File: config.mk
export PLATFORM = sky130hd
export DESIGN_NAME = prescaled_timer
export DESIGN_NICKNAME = d
export VERILOG_FILES = /design/src/rtl/tmr_pkg.sv /design/src/rtl/tmr_datapath.sv /design/src/rtl/tmr_ctrl.sv /design/src/rtl/prescaled_timer.sv
export SDC_FILE = /design/constraint.sdc
export NUM_CORES = 1
export LEC_CHECK = 0
export BUFFER_PORTS_ARGS = -buffer_cell sky130_fd_sc_hd__buf_2
export CAP_MARGIN = 20
export CORE_ASPECT_RATIO = 0.9
export CORE_MARGIN = 10
export CORE_UTILIZATION = 65
export CTS_BUF_LIST = sky130_fd_sc_hd__clkbuf_4 sky130_fd_sc_hd__clkbuf_8
export CTS_CLUSTER_DIAMETER = 30
export CTS_CLUSTER_SIZE = 40
export DETAILED_ROUTE_END_ITERATION = 16
export PLACE_DENSITY = 0.9
export SYNTH_ARGS = -nofsm -noshare
export SYNTH_HDL_FRONTEND = slang
export SYNTH_HIERARCHICAL = 1
export SYNTH_SLANG_ARGS = --single-unit
File: constraint.sdc
create_clock -name clk -period 7.8 [get_ports clk]
set_clock_uncertainty 0.15 [all_clocks]
set_input_delay 0.78 -clock clk [delete_from_list [all_inputs] [get_ports clk]]
set_output_delay 0.78 -clock clk [all_outputs]
set_load 0.005 [all_outputs]
File: src/rtl/tmr_pkg.sv
`timescale 1ns/1ps
package tmr_pkg;
  typedef enum logic [2:0] {
    REG_CTRL    = 3'd0,
    REG_LOAD    = 3'd1,
    REG_MATCH   = 3'd2,
    REG_PSC     = 3'd3,
    REG_PSMATCH = 3'd4,
    REG_VALUE   = 3'd5,
    REG_MASK    = 3'd6,
    REG_CLEAR   = 3'd7
  } regAddr_e;

  typedef enum logic [1:0] {
    MODE_RSVD     = 2'd0,
    MODE_ONESHOT  = 2'd1,
    MODE_PERIODIC = 2'd2,
    MODE_CAPTURE  = 2'd3
  } mode_e;

  localparam int EVT_TIMEOUT = 0;
  localparam int EVT_MATCH   = 1;
  localparam int NUM_EVT     = 2;

  // Strobes from control to datapath
  typedef struct packed {
    logic step;       // one counting cycle
    logic start;      // stopped -> enabled
    logic startUp;    // direction being written with start
    logic countUp;    // current direction
    logic forceLoad;  // load counter from forceVal
    logic matchIrqEn; // match events allowed
  } dpStrobe_t;
endpackage

File: src/rtl/tmr_datapath.sv
`timescale 1ns/1ps
module tmr_datapath
  import tmr_pkg::*;
#(
  parameter int CNT_W = 16,
  parameter int PS_W  = 8
) (
  input  logic             clk,
  input  logic             rstN,
  input  dpStrobe_t        st,
  input  logic [CNT_W-1:0] forceVal,
  input  logic [CNT_W-1:0] loadVal,
  input  logic [PS_W-1:0]  pscale,
  input  logic [CNT_W-1:0] matchVal,
  input  logic [PS_W-1:0]  psMatchVal,
  output logic             timeoutEvt,
  output logic             matchEvt,
  output logic [CNT_W-1:0] cnt,
  output logic [PS_W-1:0]  ps
);
  logic psTerm;
  logic atLimit;
  logic [PS_W-1:0] psReload;
  logic [CNT_W-1:0] cntReload;

  assign psTerm    = st.countUp ? (ps >= pscale) : (ps == '0);
  assign atLimit   = st.countUp ? (cnt == loadVal) : (cnt == '0);
  assign psReload  = st.countUp ? '0 : pscale;
  assign cntReload = st.countUp ? '0 : loadVal;

  assign timeoutEvt = st.step && psTerm && atLimit;
  assign matchEvt   = st.step && st.matchIrqEn && (cnt == matchVal) && (ps == psMatchVal);

  always_ff @(posedge clk or negedge rstN) begin
    if (!rstN) begin
      ps <= '0;
    end else if (st.start) begin
      ps <= st.startUp ? '0 : pscale;
    end else if (st.step) begin
      if (psTerm)          ps <= psReload;
      else if (st.countUp) ps <= ps + 1'b1;
      else                 ps <= ps - 1'b1;
    end
  end

  always_ff @(posedge clk or negedge rstN) begin
    if (!rstN) begin
      cnt <= '1;
    end else if (st.forceLoad) begin
      cnt <= forceVal;
    end else if (st.step && psTerm) begin
      if (atLimit)         cnt <= cntReload;
      else if (st.countUp) cnt <= cnt + 1'b1;
      else                 cnt <= cnt - 1'b1;
    end
  end


  cnt_waits_prescaler_chk: assert property (@(posedge clk) disable iff (!rstN)
    (st.step && !psTerm && !st.forceLoad) |=> $stable(cnt));


  ps_hold_chk: assert property (@(posedge clk) disable iff (!rstN)
    (!st.step && !st.start) |=> $stable(ps));


  down_reload_chk: assert property (@(posedge clk) disable iff (!rstN)
    (timeoutEvt && !st.countUp && !st.forceLoad) |=> (cnt == $past(loadVal)));


  up_wrap_chk: assert property (@(posedge clk) disable iff (!rstN)
    (timeoutEvt && st.countUp && !st.forceLoad) |=> (cnt == '0));
endmodule

File: src/rtl/tmr_ctrl.sv
`timescale 1ns/1ps
module tmr_ctrl
  import tmr_pkg::*;
#(
  parameter int CNT_W = 16,
  parameter int PS_W  = 8,
  localparam int DATA_W = CNT_W + PS_W
) (
  input  logic               clk,
  input  logic               rstN,
  input  logic               wrEn,
  input  logic [2:0]         wrAddr,
  input  logic [DATA_W-1:0]  wrData,
  input  logic               timeoutEvt,
  input  logic               matchEvt,
  output dpStrobe_t          st,
  output logic [CNT_W-1:0]   forceVal,
  output logic [CNT_W-1:0]   loadVal,
  output logic [PS_W-1:0]    pscale,
  output logic [CNT_W-1:0]   matchVal,
  output logic [PS_W-1:0]    psMatchVal,
  output logic [NUM_EVT-1:0] rawIrq,
  output logic [NUM_EVT-1:0] maskedIrq,
  output logic               running
);
  logic enReg, stallReg, upReg, ldDefer, mDefer, mIe;
  mode_e modeReg;
  logic [CNT_W-1:0] loadReg, matchPend, matchAct;
  logic [PS_W-1:0]  pscReg, psmPend, psmAct;
  logic [NUM_EVT-1:0] maskReg, rawReg, evtVec, clrVec;
  logic ctrlWr, loadWr, matchWr, pscWr, psmWr, valueWr, maskWr, clearWr;
  logic startNow, unusedHi;

  assign unusedHi = ^wrData[DATA_W-1:CNT_W];

  assign ctrlWr  = wrEn && (wrAddr == REG_CTRL);
  assign loadWr  = wrEn && (wrAddr == REG_LOAD);
  assign matchWr = wrEn && (wrAddr == REG_MATCH);
  assign pscWr   = wrEn && (wrAddr == REG_PSC);
  assign psmWr   = wrEn && (wrAddr == REG_PSMATCH);
  assign valueWr = wrEn && (wrAddr == REG_VALUE);
  assign maskWr  = wrEn && (wrAddr == REG_MASK);
  assign clearWr = wrEn && (wrAddr == REG_CLEAR);

  assign startNow = ctrlWr && wrData[0] && !enReg;

  always_comb begin
    st.step       = enReg && !stallReg &&
                    (modeReg == MODE_ONESHOT || modeReg == MODE_PERIODIC);
    st.start      = startNow;
    st.startUp    = wrData[2];
    st.countUp    = upReg;
    st.forceLoad  = valueWr || (loadWr && !ldDefer);
    st.matchIrqEn = mIe;
  end

  assign forceVal   = wrData[CNT_W-1:0];
  assign loadVal    = loadReg;
  assign pscale     = pscReg;
  assign matchVal   = matchAct;
  assign psMatchVal = psmAct;

  always_ff @(posedge clk or negedge rstN) begin
    if (!rstN) begin
      enReg <= 1'b0; stallReg <= 1'b0; upReg <= 1'b0;
      ldDefer <= 1'b0; mDefer <= 1'b0; mIe <= 1'b0;
      modeReg <= MODE_RSVD;
    end else if (ctrlWr) begin
      enReg    <= wrData[0];
      stallReg <= wrData[1];
      upReg    <= wrData[2];
      modeReg  <= mode_e'(wrData[4:3]);
      ldDefer  <= wrData[5];
      mDefer   <= wrData[6];
      mIe      <= wrData[7];
    end else if (timeoutEvt && modeReg == MODE_ONESHOT) begin
      enReg <= 1'b0;
    end
  end

  always_ff @(posedge clk or negedge rstN) begin
    if (!rstN) begin
      loadReg <= '1;
      pscReg  <= '0;
      maskReg <= '0;
    end else begin
      if (loadWr) loadReg <= wrData[CNT_W-1:0];
      if (pscWr)  pscReg  <= wrData[PS_W-1:0];
      if (maskWr) maskReg <= wrData[NUM_EVT-1:0];
    end
  end

  always_ff @(posedge clk or negedge rstN) begin
    if (!rstN) begin
      matchPend <= '1; matchAct <= '1;
      psmPend   <= '0; psmAct   <= '0;
    end else begin
      if (timeoutEvt || startNow) begin
        matchAct <= matchPend;
        psmAct   <= psmPend;
      end
      if (matchWr) begin
        matchPend <= wrData[CNT_W-1:0];
        if (!mDefer) matchAct <= wrData[CNT_W-1:0];
      end
      if (psmWr) begin
        psmPend <= wrData[PS_W-1:0];
        if (!mDefer) psmAct <= wrData[PS_W-1:0];
      end
    end
  end

  always_comb begin
    evtVec = '0;
    evtVec[EVT_TIMEOUT] = timeoutEvt;
    evtVec[EVT_MATCH]   = matchEvt;
    clrVec = clearWr ? wrData[NUM_EVT-1:0] : '0;
  end

  always_ff @(posedge clk or negedge rstN) begin
    if (!rstN) rawReg <= '0;
    else       rawReg <= (rawReg & ~clrVec) | evtVec;
  end

  assign rawIrq    = rawReg;
  assign maskedIrq = rawReg & maskReg;
  assign running   = enReg;


  oneshot_stop_chk: assert property (@(posedge clk) disable iff (!rstN)
    (timeoutEvt && modeReg == MODE_ONESHOT && !ctrlWr) |=> !enReg);


  clear_bit_chk: assert property (@(posedge clk) disable iff (!rstN)
    (clearWr && wrData[EVT_TIMEOUT] && !timeoutEvt) |=> !rawReg[EVT_TIMEOUT]);


  event_wins_chk: assert property (@(posedge clk) disable iff (!rstN)
    timeoutEvt |=> rawReg[EVT_TIMEOUT]);


  deferred_match_chk: assert property (@(posedge clk) disable iff (!rstN)
    (matchWr && mDefer && !timeoutEvt && !startNow) |=> $stable(matchAct));


  periodic_keeps_chk: assert property (@(posedge clk) disable iff (!rstN)
    (timeoutEvt && modeReg == MODE_PERIODIC && !ctrlWr) |=> enReg);
endmodule

File: src/rtl/prescaled_timer.sv
`timescale 1ns/1ps
module prescaled_timer
  import tmr_pkg::*;
#(
  parameter int CNT_W = 16,
  parameter int PS_W  = 8,
  localparam int DATA_W = CNT_W + PS_W
) (
  input  logic               clk,
  input  logic               rstN,
  input  logic               wrEn,
  input  logic [2:0]         wrAddr,
  input  logic [DATA_W-1:0]  wrData,
  output logic [CNT_W-1:0]   count,
  output logic [PS_W-1:0]    prescale,
  output logic               running,
  output logic [NUM_EVT-1:0] rawIrq,
  output logic [NUM_EVT-1:0] maskedIrq
);
  dpStrobe_t st;
  logic [CNT_W-1:0] forceVal, loadVal, matchVal;
  logic [PS_W-1:0]  pscale, psMatchVal;
  logic timeoutEvt, matchEvt;

  tmr_ctrl #(.CNT_W(CNT_W), .PS_W(PS_W)) u_ctrl (
    .clk(clk), .rstN(rstN), .wrEn(wrEn), .wrAddr(wrAddr), .wrData(wrData),
    .timeoutEvt(timeoutEvt), .matchEvt(matchEvt), .st(st),
    .forceVal(forceVal), .loadVal(loadVal), .pscale(pscale),
    .matchVal(matchVal), .psMatchVal(psMatchVal),
    .rawIrq(rawIrq), .maskedIrq(maskedIrq), .running(running)
  );

  tmr_datapath #(.CNT_W(CNT_W), .PS_W(PS_W)) u_dp (
    .clk(clk), .rstN(rstN), .st(st), .forceVal(forceVal), .loadVal(loadVal),
    .pscale(pscale), .matchVal(matchVal), .psMatchVal(psMatchVal),
    .timeoutEvt(timeoutEvt), .matchEvt(matchEvt), .cnt(count), .ps(prescale)
  );
endmodule

==> impl_metrics.toml <==
[run_status]
status = "finished, final reports clean"

[layout]
n_antenna_cell = 0
final_core_util_pct = 70.2
final_cell_area_um2 = 7260
fillers = 702
instances_no_fill = 854
drive_gt1_share_pct = 29.0
syn2layout_area_growth_pct = 4.86
seqCellArea_um2 = 2780
multi_input_area_um2 = 3720
fin_nets = 781

[placed_design]
dp_slack_ps = 4100
placedCellCount = 836
hpwlAfterDp_mm = 12.5
gp_congestion = 0.928
place_area_um2 = 7020
port-buffer-count = 50

[synth]
synth_seq_cells = 108
synth_edf_count = 0
ys_seq_area_share_pct = 40.2
avgSynthCellArea_um2 = 9.78
syn_nets = 769
synthMuxAreaShare_pct = 9.26
synth-compound-area-share_pct = 15.3
synth_xor_xnor_area_share_pct = 7.59
netlist_area_um2 = 6920
synth.distinct_cells = 66
async_flop_share_pct = 100
synth_top_family_by_area = "simple AND/OR/NAND/NOR gates"
ys.flop_type = "dfstp_2"
synth_fa_ha_area_share_pct = 5.82
syn_inst = 708
yosys_warnings = 6
synth_simple_gate_area_share_pct = 15.8

[worst_setup_path]
worstPathMaxFanout = 24
r2r_setup_slack_ps = 4070
required_ps = 7940
worstRegToRegCells = 10
reg2reg_to = "u_dp/cnt[13]$_DFFE_PN1P_"
r2r-start = "u_ctrl/upReg$_DFFE_PN0N_"
cpMostUsedCell = "a221oi_1"
cp-end-kind = "register"
critPathKind = "reg -> reg"
crit_buf_inv = 2
cpPeakStageDelay_ps = 740
cp-start-kind = "register"
slowest_stage = "dfrtp_1"
worstPathArrival_ps = 3870
cp_cell_sequence = "inv_1, buf_4, ha_1, a21oi_1, nand2_1, a221oi_1, o31ai_1, xor2_1, a221oi_1, nor3_1"
crit_family = "compound AO/OA/AOI/OAI gates"

[sta]
hold_viol = 0
fin_crit_ps = 3730
setup_viol_count_final = 0
drv_slew = 0
max_freq_mhz = 268
rsz0062_at_grt = "no"
tightest_slew_ps = 874
fin_tns_setup_ps = 0
relSlewSlack_pct = 41.7
setup_ws_ps = 4070
period_share_pct = 47.8

[pwr]
powerDensity_nw_per_um2 = 388
total_leakage_power_nw = 2.96
ir_drop_v = 0.000132
switching_power_mw = 1.23
seq_power_share_pct = 38.3
pwr-share-clk_pct = 13.1
p_sw_share_pct = 43.9
combPwrFrac_pct = 48.7
p_int_mw = 1.58

[drt]
wl_per_cell_um = 21.5
vias = 5766
viasPerCell = 6.75
drt-total-wl_mm = 18.4
first_pass_iters = 5
route.detailed.drc = 0
final_antenna_net_count = 0
first_iter_violations = 637

[global_routing]
grt_max_degree = 68
grt_use_total_pct = 23.7
grt_pass1_vias = 5771
overflow = 0
antenna_found_initial = 0
grt_first_pass_wirelength_mm = 29.4

[cts]
cts_sinks = 108
postCtsSetupBuffers = 0
cts_resized = 0
cts_root_buf = "clkbuf_8"
cts.path.max_buffers = 2
ctsHoldBuffers = 0
clkLatencyLatePin_ps = 380
cts-buffers-inserted = 9
tritoncts = "yes"
h-tree-depth = 3
path_clk_slew_ps = 110

[worst_hold_path]
hp-class = "in -> async"

[flow_run]
cap_violations = 0

[die]
initial_core_util_pct = 67.0
ioPinCount = 59
fp.coreArea_um2 = 10300
dieArea_um2 = 15200
die_w_um = 129
rows = 35
die_y_um = 118
-- placed cells by master (no fill, tap or decap), drive strengths merged, types with 3 or more instances in the layout --
cell    Yosys  final
a21oi      74     74
a31o        3      3
o31ai       8      8
buf        39     56
dfstp      64     64
nor2b       9      9
clkbuf     16     10
inv        19     23
nand3      19     19
xor2       26     26
and2        3      3
nand2b     11     11
nor4       11     11
ha         29     29
nand2      59     59
a31oi       5      5
mux2       56     56
a221o       4      4
o21ai      22     22
a211oi      4      4
xnor2      34     34
dfrtp      44     44
nor2       57     57
a311oi      3      3
a21o       14     14
nor3       21     21
o211ai      6      6
a221oi      9      9
nand4      13     13
nand3b      3      3
-- worst register-to-register path: cells and delay by family (launching register included) --
family	cells	cell delay, ps
adders and majority gates	1	420
DFF	1	740
xor gates and xnor gates	1	190
buffers and inverters	2	670
and+or+nand+nor	2	230
AOI/OAI and AO/OA	4	1250
-- synth_stat cells, types with 4 or more instances --
cell type	count	share of area (%)
nor3_1	18	1.3
ha_1	29	5.2
nor2b_1	9	0.81
o31ai_1	7	0.76
nand4_1	13	1.2
mux2_2	55	8.9
xor2_1	26	3.3
nor4_1	9	0.81
clkbuf_1	15	0.81
buf_4	22	2.4
a21o_1	14	1.5
dfstp_2	64	24
buf_2	11	0.80
inv_1	19	1.0
o21ai_0	17	1.2
nor2_1	54	2.9
nand2_1	59	3.2
dfrtp_1	44	16
buf_6	6	0.98
nand2b_1	10	0.90
o21ai_1	5	0.36
xnor2_1	34	4.3
a221o_1	4	0.58
a221oi_1	9	1.1
o211ai_1	6	0.65
a21oi_1	72	5.2
a31oi_1	4	0.36
nand3_1	19	1.4
-- power groups by stage --
stage | Clock [mW] | Combinational (mW) | Sequential [mW]
2_1_floorplan | 0 | 1.00 | 0.975
3_3_place_gp | 0 | 1.24 | 1.06
3_5_place_dp | 0 | 1.30 | 1.07
4_1_cts | 0.370 | 1.33 | 1.06
5_1_grt | 0.395 | 1.50 | 1.10
6_report | 0.368 | 1.37 | 1.08
-- sequential cells by signal (all words and copies together), names as in the netlist --
register and flops:
u_ctrl/rawIrq 2, u_ctrl/stallReg 1, u_dp/cnt 16, u_ctrl/pscale 8
u_ctrl/running 1, u_ctrl/psmPend 8, u_ctrl/modeReg 2, u_ctrl/loadVal 16
u_ctrl/upReg 1, u_dp/ps 8, u_ctrl/mIe 1, u_ctrl/matchPend 16
u_ctrl/psMatchVal 8, u_ctrl/matchVal 16, u_ctrl/maskReg 2, u_ctrl/ldDefer 1
u_ctrl/mDefer 1
-- metrics by stage --
step | power [mW] | hold WS [ps]
6_report | 2.81 | 207
3_5_place_dp | 2.37 | 307
3_3_place_gp | 2.30 | 298
5_1_grt | 2.99 | 223
4_1_cts | 2.76 | 216
2_1_floorplan | 1.98 | 294
-- worst max-delay path by stage --
stage	depth (start not counted)	slack (ps)	to	from
floorplan	12	4310	u_dp/cnt[15]$_DFFE_PN1P_	u_ctrl/upReg$_DFFE_PN0N_
global placement	10	4240	u_ctrl/matchVal[2]$_DFF_PN1_	u_dp/ps[0]$_DFFE_PN0P_
detailed placement	10	4100	u_ctrl/matchVal[7]$_DFF_PN1_	u_dp/ps[0]$_DFFE_PN0P_
CTS	10	3960	u_ctrl/psMatchVal[6]$_DFF_PN0_	u_dp/ps[0]$_DFFE_PN0P_
global route	10	3990	u_dp/cnt[13]$_DFFE_PN1P_	u_ctrl/upReg$_DFFE_PN0N_
finish	10	4070	u_dp/cnt[13]$_DFFE_PN1P_	u_ctrl/upReg$_DFFE_PN0N_
-- final cells by class --
cell class                      count  area share [%]
Tap cell                          129            2.22
Inverter                           19           0.983
Sequential cell                   108            38.3
Timing Repair Buffer               56            4.21
Multi-Input combinational cell    526            51.3
Clock inverter                      6            1.05
Clock buffer                       10            1.90
-- cells by family after synthesis --
| logic type | after synthesis |
|---|---|
| adder cells (fa/ha/maj) | 31 |
| multiplexers | 57 |
| AO/OA/AOI/OAI | 163 |
| XOR/XNOR | 60 |
| flip-flops | 108 |
| AND/OR/NAND/NOR | 215 |
| buffers and inverters | 74 |
-- routing by layer --
layer / part of all wire (%) / wire length [um] / global-route usage [%]
met1: 39 / 7090 / 30.0
met4: 3.2 / 593 / 10.1
met3: 9.7 / 1780 / 5.22
met5: 0 / 0 / 0
met2: 48 / 8890 / 37.8
Note: power is estimated with default switching activity, not from simulation.
